File: src/rtl/dualTimerPkg.sv
package dualTimerPkg;
  localparam int CNT_W  = 16;
  localparam int ADDR_W = 3;

  localparam logic [ADDR_W-1:0] ADR_MODE    = 3'd0;
  localparam logic [ADDR_W-1:0] ADR_STATUS  = 3'd1;
  localparam logic [ADDR_W-1:0] ADR_RELOAD  = 3'd2;
  localparam logic [ADDR_W-1:0] ADR_COMPARE = 3'd3;
  localparam logic [ADDR_W-1:0] ADR_COUNT   = 3'd4;
  localparam logic [ADDR_W-1:0] ADR_CAPTURE = 3'd5;

  // control -> datapath strobes
  typedef struct packed {
    logic stepHi;
    logic stepLo;
    logic capture;
    logic capLoad;
    logic wrCount;
  } strobe_t;

  // datapath -> control events
  typedef struct packed {
    logic ovfHi;
    logic ovfLo;
    logic matchHi;
    logic matchLo;
  } event_t;
endpackage

File: src/rtl/dualTimerPath.sv
module dualTimerPath
  import dualTimerPkg::*;
#(
  parameter int W = CNT_W
) (
  input  logic         clk,
  input  logic         rstN,
  input  strobe_t      stb,
  input  logic         split,
  input  logic [W-1:0] wrData,
  input  logic [W-1:0] reloadVal,
  input  logic [W-1:0] compareVal,
  output logic [W-1:0] count,
  output logic [W-1:0] captureVal,
  output event_t       evt
);
  localparam int H = W / 2;

  logic [W-1:0] nextCount, fullNext;
  logic [H-1:0] hiCur, loCur, hiNext, loNext;

  assign hiCur = count[W-1:H];
  assign loCur = count[H-1:0];

  always_comb begin
    fullNext = (&count) ? reloadVal : count + W'(1);
    hiNext   = (&hiCur) ? reloadVal[W-1:H] : hiCur + H'(1);
    loNext   = (&loCur) ? reloadVal[H-1:0] : loCur + H'(1);
    nextCount = count;
    evt = '0;
    if (stb.wrCount) begin
      nextCount = wrData;
    end else if (!split) begin
      if (stb.capLoad) begin
        nextCount = reloadVal;
      end else if (stb.stepHi) begin
        nextCount   = fullNext;
        evt.ovfHi   = &count;
        evt.matchHi = (fullNext == compareVal);
      end
    end else begin
      if (stb.capLoad) begin
        nextCount[W-1:H] = reloadVal[W-1:H];
      end else if (stb.stepHi) begin
        nextCount[W-1:H] = hiNext;
        evt.ovfHi        = &hiCur;
        evt.matchHi      = (hiNext == compareVal[W-1:H]);
      end
      if (stb.stepLo) begin
        nextCount[H-1:0] = loNext;
        evt.ovfLo        = &loCur;
        evt.matchLo      = (loNext == compareVal[H-1:0]);
      end
    end
  end

  always_ff @(posedge clk) begin
    if (!rstN) begin
      count      <= '0;
      captureVal <= '0;
    end else begin
      count <= nextCount;
      if (stb.capture) captureVal <= split ? {hiCur, H'(0)} : count;
    end
  end

  // wide wrap loads reload value
  assert_reload_on_wrap_R2: assert property (@(posedge clk) disable iff (!rstN)
    (!split && stb.stepHi && !stb.capLoad && !stb.wrCount && (&count))
      |=> (count == $past(reloadVal)));

  // lower half only steps in split mode
  assert_low_step_split_R3: assert property (@(posedge clk) disable iff (!rstN)
    stb.stepLo |-> split);

  // reload on capture
  assert_cap_reload_R8: assert property (@(posedge clk) disable iff (!rstN)
    (stb.capLoad && !stb.wrCount && !split) |=> (count == $past(reloadVal)));
endmodule

File: src/rtl/dualTimerCtrl.sv
module dualTimerCtrl
  import dualTimerPkg::*;
#(
  parameter int W  = CNT_W,
  parameter int AW = ADDR_W
) (
  input  logic          clk,
  input  logic          rstN,
  input  logic          wrEn,
  input  logic [AW-1:0] addr,
  input  logic [W-1:0]  wrData,
  output logic [W-1:0]  rdData,
  input  logic          tick,
  input  logic          pinIn,
  input  logic [W-1:0]  count,
  input  logic [W-1:0]  captureVal,
  input  event_t        evt,
  output strobe_t       stb,
  output logic          split,
  output logic [W-1:0]  reloadVal,
  output logic [W-1:0]  compareVal,
  output logic          outA,
  output logic          outB,
  output logic          irqMain,
  output logic          irqLow
);
  localparam int MODE_W = 11;
  localparam int SYNC_N = 3;

  logic [MODE_W-1:0] modeQ;
  logic [W-1:0]      reloadQ, compareQ;
  logic              lowIntEn, outEnB, polB;
  logic [3:0]        flagsQ, flagsNext;
  logic              outAQ, outBQ;
  logic [SYNC_N-1:0] syncQ;

  logic gateEn, runHi, runLo, extCount, outEnA, polA, capReload, mainIntEn;
  logic [1:0] capSel;
  logic pinLvl, rise, fall, pinIsInput, bothEdge, gateActive, gateOpen, capEvt, skipReload;
  logic wrMode, wrStatus, toggleA, toggleB;

  assign gateEn    = modeQ[0];
  assign split     = modeQ[1];
  assign runHi     = modeQ[2];
  assign runLo     = modeQ[3];
  assign extCount  = modeQ[4];
  assign outEnA    = modeQ[5];
  assign polA      = modeQ[6];
  assign capSel    = modeQ[8:7];
  assign capReload = modeQ[9];
  assign mainIntEn = modeQ[10];

  assign wrMode   = wrEn && (addr == ADR_MODE);
  assign wrStatus = wrEn && (addr == ADR_STATUS);

  // pin synchronizer and edge detect
  always_ff @(posedge clk) begin
    if (!rstN) syncQ <= '0;
    else       syncQ <= {syncQ[SYNC_N-2:0], pinIn};
  end
  assign pinLvl = syncQ[1];
  assign rise   = syncQ[1] & ~syncQ[2];
  assign fall   = ~syncQ[1] & syncQ[2];

  always_comb begin
    pinIsInput  = ~outEnA;
    bothEdge    = (capSel == 2'b11) && capReload;
    gateActive  = gateEn && pinIsInput && !extCount && !bothEdge;
    gateOpen    = !gateActive || pinLvl;
    capEvt      = pinIsInput && !extCount && ((capSel[0] && rise) || (capSel[1] && fall));
    skipReload  = bothEdge && gateEn && (polA ? rise : fall);
    stb.stepHi  = runHi && (extCount ? (pinIsInput && rise) : (tick && gateOpen));
    stb.stepLo  = split && runLo && tick;
    stb.capture = capEvt;
    stb.capLoad = capEvt && capReload && !skipReload;
    stb.wrCount = wrEn && (addr == ADR_COUNT);
  end

  always_comb begin
    flagsNext = flagsQ;
    if (wrStatus) flagsNext = wrData[3:0];
    flagsNext = flagsNext | {evt.ovfHi, evt.ovfLo, evt.matchHi | capEvt, evt.matchLo};
  end

  assign toggleA = evt.ovfHi | evt.matchHi;
  assign toggleB = split ? (evt.ovfLo | evt.matchLo) : toggleA;

  always_ff @(posedge clk) begin
    if (!rstN) begin
      modeQ    <= '0;
      reloadQ  <= '0;
      compareQ <= '0;
      lowIntEn <= 1'b0;
      outEnB   <= 1'b0;
      polB     <= 1'b0;
      flagsQ   <= '0;
      outAQ    <= 1'b0;
      outBQ    <= 1'b0;
    end else begin
      flagsQ <= flagsNext;
      if (wrMode) modeQ <= wrData[MODE_W-1:0];
      if (wrEn && addr == ADR_RELOAD)  reloadQ  <= wrData;
      if (wrEn && addr == ADR_COMPARE) compareQ <= wrData;
      if (wrStatus) begin
        lowIntEn <= wrData[7];
        outEnB   <= wrData[6];
        polB     <= wrData[5];
      end
      if (wrMode && wrData[5] && !outEnA) outAQ <= wrData[6];
      else if (toggleA)                   outAQ <= ~outAQ;
      if (wrStatus && wrData[6] && !outEnB) outBQ <= wrData[5];
      else if (toggleB)                     outBQ <= ~outBQ;
    end
  end

  assign reloadVal  = reloadQ;
  assign compareVal = compareQ;
  assign outA       = outEnA & outAQ;
  assign outB       = outEnB & outBQ;
  assign irqMain    = mainIntEn & (flagsQ[3] | flagsQ[1]);
  assign irqLow     = lowIntEn & (flagsQ[2] | flagsQ[0]);

  always_comb begin
    case (addr)
      ADR_MODE:    rdData = W'(modeQ);
      ADR_STATUS:  rdData = W'({lowIntEn, outEnB, polB, 1'b0, flagsQ});
      ADR_RELOAD:  rdData = reloadQ;
      ADR_COMPARE: rdData = compareQ;
      ADR_COUNT:   rdData = count;
      ADR_CAPTURE: rdData = captureVal;
      default:     rdData = '0;
    endcase
  end

  // wrap event always leaves overflow flag set
  assert_ovf_flag_R2: assert property (@(posedge clk) disable iff (!rstN)
    evt.ovfHi |=> flagsQ[3]);

  // lower wrap only reported in split mode
  assert_low_ovf_split_R4: assert property (@(posedge clk) disable iff (!rstN)
    evt.ovfLo |-> split);

  // enabled output B holds unless an event or a disable occurs
  assert_polb_hold_R12: assert property (@(posedge clk) disable iff (!rstN)
    (outEnB && !toggleB && !(wrStatus && !wrData[6])) |=> $stable(outB));
endmodule

File: src/rtl/dualModeTimer.sv
module dualModeTimer
  import dualTimerPkg::*;
#(
  parameter int CW = CNT_W,
  parameter int AW = ADDR_W
) (
  input  logic          clk,
  input  logic          rstN,
  input  logic          wrEn,
  input  logic [AW-1:0] addr,
  input  logic [CW-1:0] wrData,
  output logic [CW-1:0] rdData,
  input  logic          tick,
  input  logic          pinIn,
  output logic          outA,
  output logic          outB,
  output logic          irqMain,
  output logic          irqLow
);
  strobe_t       stb;
  event_t        evt;
  logic          split;
  logic [CW-1:0] reloadVal, compareVal, count, captureVal;

  dualTimerCtrl #(.W(CW), .AW(AW)) ctrl (
    .clk(clk), .rstN(rstN), .wrEn(wrEn), .addr(addr), .wrData(wrData),
    .rdData(rdData), .tick(tick), .pinIn(pinIn), .count(count),
    .captureVal(captureVal), .evt(evt), .stb(stb), .split(split),
    .reloadVal(reloadVal), .compareVal(compareVal), .outA(outA),
    .outB(outB), .irqMain(irqMain), .irqLow(irqLow)
  );

  dualTimerPath #(.W(CW)) path (
    .clk(clk), .rstN(rstN), .stb(stb), .split(split), .wrData(wrData),
    .reloadVal(reloadVal), .compareVal(compareVal), .count(count),
    .captureVal(captureVal), .evt(evt)
  );
endmodule

File: config.mk
export PLATFORM = sky130hd
export DESIGN_NAME = dualModeTimer
export DESIGN_NICKNAME = d
export VERILOG_FILES = /design/src/rtl/dualTimerPkg.sv /design/src/rtl/dualTimerPath.sv /design/src/rtl/dualTimerCtrl.sv /design/src/rtl/dualModeTimer.sv
export SDC_FILE = /design/constraint.sdc
export NUM_CORES = 1
export LEC_CHECK = 0
export BUFFER_PORTS_ARGS = -buffer_cell sky130_fd_sc_hd__buf_2
export CORE_MARGIN = 2
export CORE_UTILIZATION = 55
export DETAILED_ROUTE_END_ITERATION = 8
export GPL_TIMING_DRIVEN = 0
export PLACE_DENSITY = 0.83
export SLEW_MARGIN = 20
export SYNTH_ARGS = -nofsm -noshare
export SYNTH_HDL_FRONTEND = slang
export SYNTH_SLANG_ARGS = --single-unit
File: constraint.sdc
create_clock -name clk -period 3.6 [get_ports clk]
set_input_delay 0.18 -clock clk [delete_from_list [all_inputs] [get_ports clk]]
set_output_delay 0.18 -clock clk [all_outputs]
set_load 0.1 [all_outputs]
==> metrics, run 1 <==
relative slew slack=34.1%; Clock Skews=0.0243 ns; Detailed Route Iter0 Violations=1109; Port Buffer Count=40; WL met2=9320 um; routed vias/inst=6.66; logic gate share of total power=17.6%; average cell area after synthesis=7.33 um^2; leakage power total=2.41 nW; critical-path cell list=ha_2 > nand3_1 > buf_2 > nor2_2 > a31oi_1 > xor2_1 > o2111ai_1 > or4_1 > o21a_1 > or2_1 > a31oi_1; GRT Resource Usage Total=38.4%; type of the most critical hold path=in -> reg; max incr delay on CP=0.48 ns; detailed route wirelength on metal3=3230 um; Detailed Place HPWL=16800 um; CTS clk-pin slew, worst paths=0.09 ns; Crit-path slowest cell=sky130_fd_sc_hd__dfxtp_1; total vias in the final route=6844; switching component of the power=681 uW; overflow left after global routing=0; summed instance area of the synthesized netlist=6070 um^2; CTS root buffer=sky130_fd_sc_hd__clkbuf_8; number of hold-repair buffers added at the cts stage=0; maximum vdd ir drop=0.212 mV; worst r2r src=path.count[1]; total number of H-tree levels=3; fraction of power consumed by the clock network=33.0%; Starting Density=56.3%; area growth from synthesis to layout=9.80%; kind of cell adding the most delay to the critical path=simple AND/OR/NAND/NOR gates; proportion of netlist area held by the largest area contributor=28.7%; Max Slew Vio Count=0; clock sinks=87; TritonCTS clock tree=yes; number of global-route vias before repair=6069; # nets final=908; die outline height=109 um; max capacitance violation total=0; start point of the worst min-delay path=pinIn; IO Pins=44; Period Utilization, post-route=96.1%; drt first pass iters=6; final weighted congestion of routability-driven global placement=1.07; synthesis-stage register bit count=87; die area=11900 um^2; Worst Setup SP=path.count[1]; switching share of total power=33.1%; distinct cell type count after synthesis=76; CP bufs+invs=1; internal power contribution=1.38 mW; predominant post-synthesis flop cell=sky130_fd_sc_hd__dfxtp_1; run status=finished, final reports clean; minimum period implied by the final worst setup slack=3.46 ns; number of rows in the core area=38; top routing layer in use=met4; CP dominant cell by count=sky130_fd_sc_hd__a31oi_1; element type at the critical path start=flip-flop; minimum hold slack=0.0112 ns; layout cells sized above 1=11.0%; total design power=2.06 mW; number of nets with antenna violations after routing=0; initial antenna violation count=0; Bufs on Longest Clock Path=2; largest net degree at the start of global routing=16; critical path class=reg -> reg; Highest Clock Rate=289 MHz; most area-consuming cells after synthesis=sky130_fd_sc_hd__dfxtp_1 29%, sky130_fd_sc_hd__nand2_1 9.7%, sky130_fd_sc_hd__a21oi_1 7.8%, sky130_fd_sc_hd__mux2i_1 6.6%, sky130_fd_sc_hd__nor2_1 3.5%; Worst Max-Slew Pin Slew=0.989 ns; DRC viols=0; Synth Warn #=0; part of the Yosys area used for sequential elements=28.7%; wire length of the first global-routing pass=33900 um; die width=109 um; Worst EP required=3.90 ns; Crit Path Max Fanout=10; Net Count, Synth=855; critical path data arrival time=3.76 ns; post-route met1 wirelength=8960 um; Skew-Pair Late Insertion Delay=0.39 ns; routed wire length=22500 um; ratio of total power to cell area=309 nW/um^2; kind of capture point of the worst setup path=flip-flop; FFs w/ async S/R, synth=0%; cell taking the most area after synthesis=sky130_fd_sc_hd__dfxtp_1; Final Hold Violating Endpoints=0; fraction of power consumed by sequential logic=49.4%; setup-violating endpoint count in the final report=0; standard cell core area=10800 um^2; routed wire length per instance=21.9 um; setup repair after global routing missed its margin=no; number of synthesized flops with an enable pin=0; number of clock buffers inserted by TritonCTS=9; cell count after synthesis=829; antenna cell count=0
[worst register-to-register path: cells and delay by family (launching register included)]
kind,cells,cell delay [ns]
xor gates and xnor gates,1,0.22
AOI/OAI and AO/OA,4,0.74
buffers and inverters,1,0.28
DFF,1,0.48
and+or+nand+nor,4,1.36
adders and majority gates,1,0.32
[state kept, by name (all words and copies together) (netlist names), 3 cells and up]
register	count
ctrl.reloadVal	16
ctrl.flagsQ	4
ctrl.modeQ	11
path.captureVal	16
path.count	16
ctrl.syncQ	3
ctrl.compareVal	16
[cell usage in the layout, fill, tap and decap left out, types with 11 or more instances in the layout]
| cell | Yosys | final |
|---|---|---|
| sky130_fd_sc_hd__a21oi_1 | 95 | 95 |
| sky130_fd_sc_hd__nand4_1 | 12 | 12 |
| sky130_fd_sc_hd__buf_2 | 11 | 51 |
| sky130_fd_sc_hd__a211oi_1 | 14 | 14 |
| sky130_fd_sc_hd__o21ai_0 | 31 | 30 |
| sky130_fd_sc_hd__nand3_1 | 30 | 30 |
| sky130_fd_sc_hd__nand3b_1 | 11 | 11 |
| sky130_fd_sc_hd__nand2_1 | 157 | 157 |
| sky130_fd_sc_hd__o22ai_1 | 12 | 12 |
| sky130_fd_sc_hd__xor2_1 | 11 | 11 |
| sky130_fd_sc_hd__mux2i_1 | 40 | 40 |
| sky130_fd_sc_hd__xnor2_1 | 16 | 16 |
| sky130_fd_sc_hd__nor3_1 | 13 | 13 |
| sky130_fd_sc_hd__clkbuf_1 | 45 | 46 |
| sky130_fd_sc_hd__nor2_1 | 57 | 56 |
| sky130_fd_sc_hd__dfxtp_1 | 87 | 86 |
[routing by layer]
layer	track usage, %	vias up
met5	0	-
met4	14.4	0
met3	10.9	92
met2	56.1	487
met1	53.4	3168
li1	-	3097
[repair_timing]
action                                  CTS  global route
setup buffers                             2             0
gates resized for setup                   0             7
pin swaps                                 0             0
cloned                                    0             0
endpoints found under the setup margin    2             2
[path summary, 6_finish.rpt]
kind,endpoint,slack [ns],cells after the start
worst max-delay path,ctrl.flagsQ[1],0.14,11
worst max register to register,ctrl.flagsQ[1],0.14,11
worst min register to register,ctrl.syncQ[1],0.43,1
worst min-delay path,ctrl.syncQ[0],0.01,2
[stage by stage]
step | util [%] | cells | setup slack [ns] | area [um^2] | setup TNS [ns]
floorplan | - | 829 | 0.560 | 6070 | 0
global placement | 59.8 | 1009 | -0.0276 | 6450 | -0.0409
detailed placement | 59.8 | 1009 | -0.00826 | 6450 | -0.0135
CTS | 61.6 | 1027 | 0.0902 | 6650 | 0
global route | 61.8 | 1027 | 0.0232 | 6670 | 0
finish | 61.8 | 1027 | 0.140 | 6670 | 0
[final cells by class]
cell class                      instances  area, um^2
Buffer                                 71         323
Clock buffer                           11         141
Clock inverter                          5        41.3
Fill cell                            1040        4120
Inverter                               12        45.0
Multi-Input combinational cell        659        3990
Sequential cell                        87        1740
Tap cell                              140         175
Timing Repair Buffer                   42         215
[logic make-up (layout without fill, tap and decap cells)]
group,Yosys count,after routing,share of synthesized area (%)
multiplexers,45,45,7.89
XOR/XNOR,28,28,4.26
AND/OR/NAND/NOR,351,351,28.3
flip-flops,87,87,28.7
adder cells (fa/ha/maj),2,2,0.412
AO/OA/AOI/OAI,233,233,24.4
buffers and inverters,83,141,6.06
[cells in the mapped netlist (all sizes together) (3+ instances only)]
cell type  count
o21ai         34
o211ai         8
and4           3
nand2b         5
a211oi        15
a311oi         5
nor2b          9
nand4         14
o311ai         3
or4            6
a22oi         10
nor3          13
a31oi          6
mux2i         40
nand3         31
nand3b        11
and3           9
xnor2         16
nor3b          4
o21a           8
nand2        157
dfxtp         87
o2111ai        5
nor2          57
a21o           3
and2          10
nor4           6
o221ai         5
a211o          4
inv           12
xor2          11
clkbuf        46
o22ai         12
or3            9
a21oi         95
buf           25
mux2           3
[power by group through the flow]
stage	Clock (mW)	Combinational, mW	Sequential [mW]
6_report	0.678	0.363	1.02
5_1_grt	0.714	0.385	1.02
4_1_cts	0.682	0.350	1.01
3_5_place_dp	0	0.348	1.04
3_3_place_gp	0	0.347	1.04
2_1_floorplan	0	0.250	1.02
(Power assumes the default switching activity.)
==> run 2: changes to the inputs <==
--- a/config.mk
+++ b/config.mk
@@ -6,10 +6,12 @@
 export NUM_CORES = 1
 export LEC_CHECK = 0
 export BUFFER_PORTS_ARGS = -buffer_cell sky130_fd_sc_hd__buf_2
+export CORE_ASPECT_RATIO = 1.75
 export CORE_MARGIN = 2
 export CORE_UTILIZATION = 55
 export DETAILED_ROUTE_END_ITERATION = 8
 export GPL_TIMING_DRIVEN = 0
+export HOLD_SLACK_MARGIN = 0.08
 export PLACE_DENSITY = 0.83
 export SLEW_MARGIN = 20
 export SYNTH_ARGS = -nofsm -noshare
==> metrics, run 2 (same netlist as run 1, synthesis figures left out) <==
Max Slew Vio Count=0 (unchanged); type of the most critical hold path=in -> reg; number of global-route vias before repair=6475 (+6.7%); Port Buffer Count=40 (unchanged); Detailed Place HPWL=18100 um (+7.7%); setup-violating endpoint count in the final report=0 (unchanged); die width=83.4 um (-24%); IO Pins=44 (unchanged); layout cells sized above 1=10.9% (-0.11 points); DRC viols=0 (unchanged); Final Hold Violating Endpoints=0 (unchanged); most frequent cells in the layout=157 x sky130_fd_sc_hd__nand2_1, 95 x sky130_fd_sc_hd__a21oi_1, 85 x sky130_fd_sc_hd__dfxtp_1; final weighted congestion of routability-driven global placement=1.05 (-2.3%); Highest Clock Rate=297 MHz (+2.6%); maximum vdd ir drop=0.263 mV (+24%); Clock Skews=0.0102 ns (-0.0141 ns); fillers=990 (-4.8%); number of clock buffers inserted by TritonCTS=9 (unchanged); clock sinks=87 (unchanged); number of nets with antenna violations after routing=0 (unchanged); leakage power total=2.44 nW (+1.2%); CTS clk-pin slew, worst paths=0.07 ns (-0.02 ns); total vias in the final route=6927 (+1.2%); element type at the critical path start=flip-flop; Bufs on Longest Clock Path=2 (unchanged); routed vias/inst=6.81 (+2.2%); # nets final=908 (unchanged); most common library cell in the layout ignoring fill and taps=sky130_fd_sc_hd__nand2_1; CTS root buffer=sky130_fd_sc_hd__clkbuf_16; setup repair after global routing missed its margin=no; ratio of total power to cell area=344 nW/um^2 (+12%); minimum period implied by the final worst setup slack=3.37 ns (-0.0885 ns); Skew-Pair Late Insertion Delay=0.36 ns (-0.03 ns); TritonCTS clock tree=yes; wire length of the first global-routing pass=36400 um (+7.4%); critical path class=reg -> reg; standard cell core area=10800 um^2 (-0.30%); relative slew slack=41.1% (+7.1 points); initial antenna violation count=0 (unchanged); overflow left after global routing=0 (unchanged); drt first pass iters=6 (unchanged); Period Utilization, post-route=93.7% (-2.5 points); number of rows in the core area=50 (+32%); number of standard cells in the final layout excluding fillers=1017 (-0.97%); setup TNS=0 ns (unchanged); max capacitance violation total=0 (unchanged); run status=finished, final reports clean; die area=11900 um^2 (+0.28%); antenna cell count=0 (unchanged); Crit Path Max Fanout=10 (unchanged); largest net degree at the start of global routing=16 (unchanged); kind of capture point of the worst setup path=flip-flop; Starting Density=56.5% (+0.17 points); Worst EP required=3.88 ns (-0.02 ns); GRT Resource Usage Total=40.3% (+2.0 points); Worst Max-Slew Pin Slew=0.880 ns (-0.109 ns); Detailed Route Iter0 Violations=705 (-36%); minimum hold slack=0.117 ns (+0.106 ns); critical path data arrival time=3.65 ns (-0.11 ns); die outline height=143 um (+31%); total number of H-tree levels=3 (unchanged); routed wire length=24100 um (+7.3%); area growth from synthesis to layout=11.2%; routed wire length per instance=23.7 um (+8.4%); number of instances in the placed design=999 (-0.99%); utilization after layout=62.8% (+0.95 points)
-- run 2: cell count changes in the layout (fill, tap and decap cells not counted), sizes merged --
cell | previous run | this run
clkinvlp | 1 | 3
clkinv | 2 | 0
dlygate4sd3 | 0 | 1
buf | 67 | 66
-- run 2: worst max-delay path, cell delays in order, from the launching register on --
cell                        delay, ns
sky130_fd_sc_hd__dfxtp_2         0.45
sky130_fd_sc_hd__ha_1            0.33
sky130_fd_sc_hd__nand3_1         0.16
sky130_fd_sc_hd__buf_2           0.23
sky130_fd_sc_hd__nor2_2          0.39
sky130_fd_sc_hd__a31oi_1         0.24
sky130_fd_sc_hd__xor2_1          0.24
sky130_fd_sc_hd__o2111ai_1       0.15
sky130_fd_sc_hd__or4_1           0.43
sky130_fd_sc_hd__o21a_1          0.28
sky130_fd_sc_hd__or2_1           0.24
sky130_fd_sc_hd__a31oi_1         0.16
-- run 2: area by class of cell --
| class | count | area, um^2 | share of cell area (%) |
|---|---|---|---|
| well taps | 130 | 163 | 2.41 |
| clock buffers | 11 | 253 | 3.74 |
| multi-input cells | 659 | 3970 | 58.8 |
| inverters | 12 | 45.0 | 0.667 |
| repair buffers | 42 | 218 | 3.22 |
| flip-flops and latches | 87 | 1740 | 25.8 |
| clock inverters | 5 | 40.0 | 0.593 |
| plain buffers | 71 | 323 | 4.78 |
-- run 2: where the power goes --
| group | total [mW] | switching (mW) | internal [mW] |
|---|---|---|---|
| logic | 0.368 | 0.254 | 0.114 |
| registers | 1.02 | 0.0311 | 0.986 |
| clock network | 0.942 | 0.431 | 0.511 |
-- run 2: metrics by stage --
stage | area, um^2 | setup WS [ns] | total power, mW
floorplan | 6070 | 0.560 | 1.27
global placement | 6440 | 0.0414 | 1.39
detailed placement | 6440 | 0.0757 | 1.39
CTS | 6740 | 0.105 | 2.31
global route | 6750 | 0.120 | 2.38
finish | 6750 | 0.228 | 2.33
-- run 2: what timing repair did --
action	4_1_cts	5_1_grt
hold buffers	1	0
gates cloned	0	0
gates resized for setup	1	2
endpoints found under the hold margin	1	0
setup endpoints to repair	1	2
pin swaps	0	1
buffers inserted	0	1
-- run 2: worst paths after layout --
path,cells after the start,from,slack (ns),endpoint
min,3,wrData[14],0.12,ctrl.compareVal[14]
min reg2reg,1,ctrl.syncQ[0],0.43,ctrl.syncQ[1]
max reg2reg,11,path.count[1],0.23,ctrl.flagsQ[1]
max,11,path.count[1],0.23,ctrl.flagsQ[1]
-- run 2: per-layer routing --
metal	track usage [%]	wire length, um	up-vias
li1	-	-	3104
met5	0	0	-
met2	70.3	11900	419
met1	42.9	8100	3258
met3	5.55	1710	146
met4	33.2	2370	0
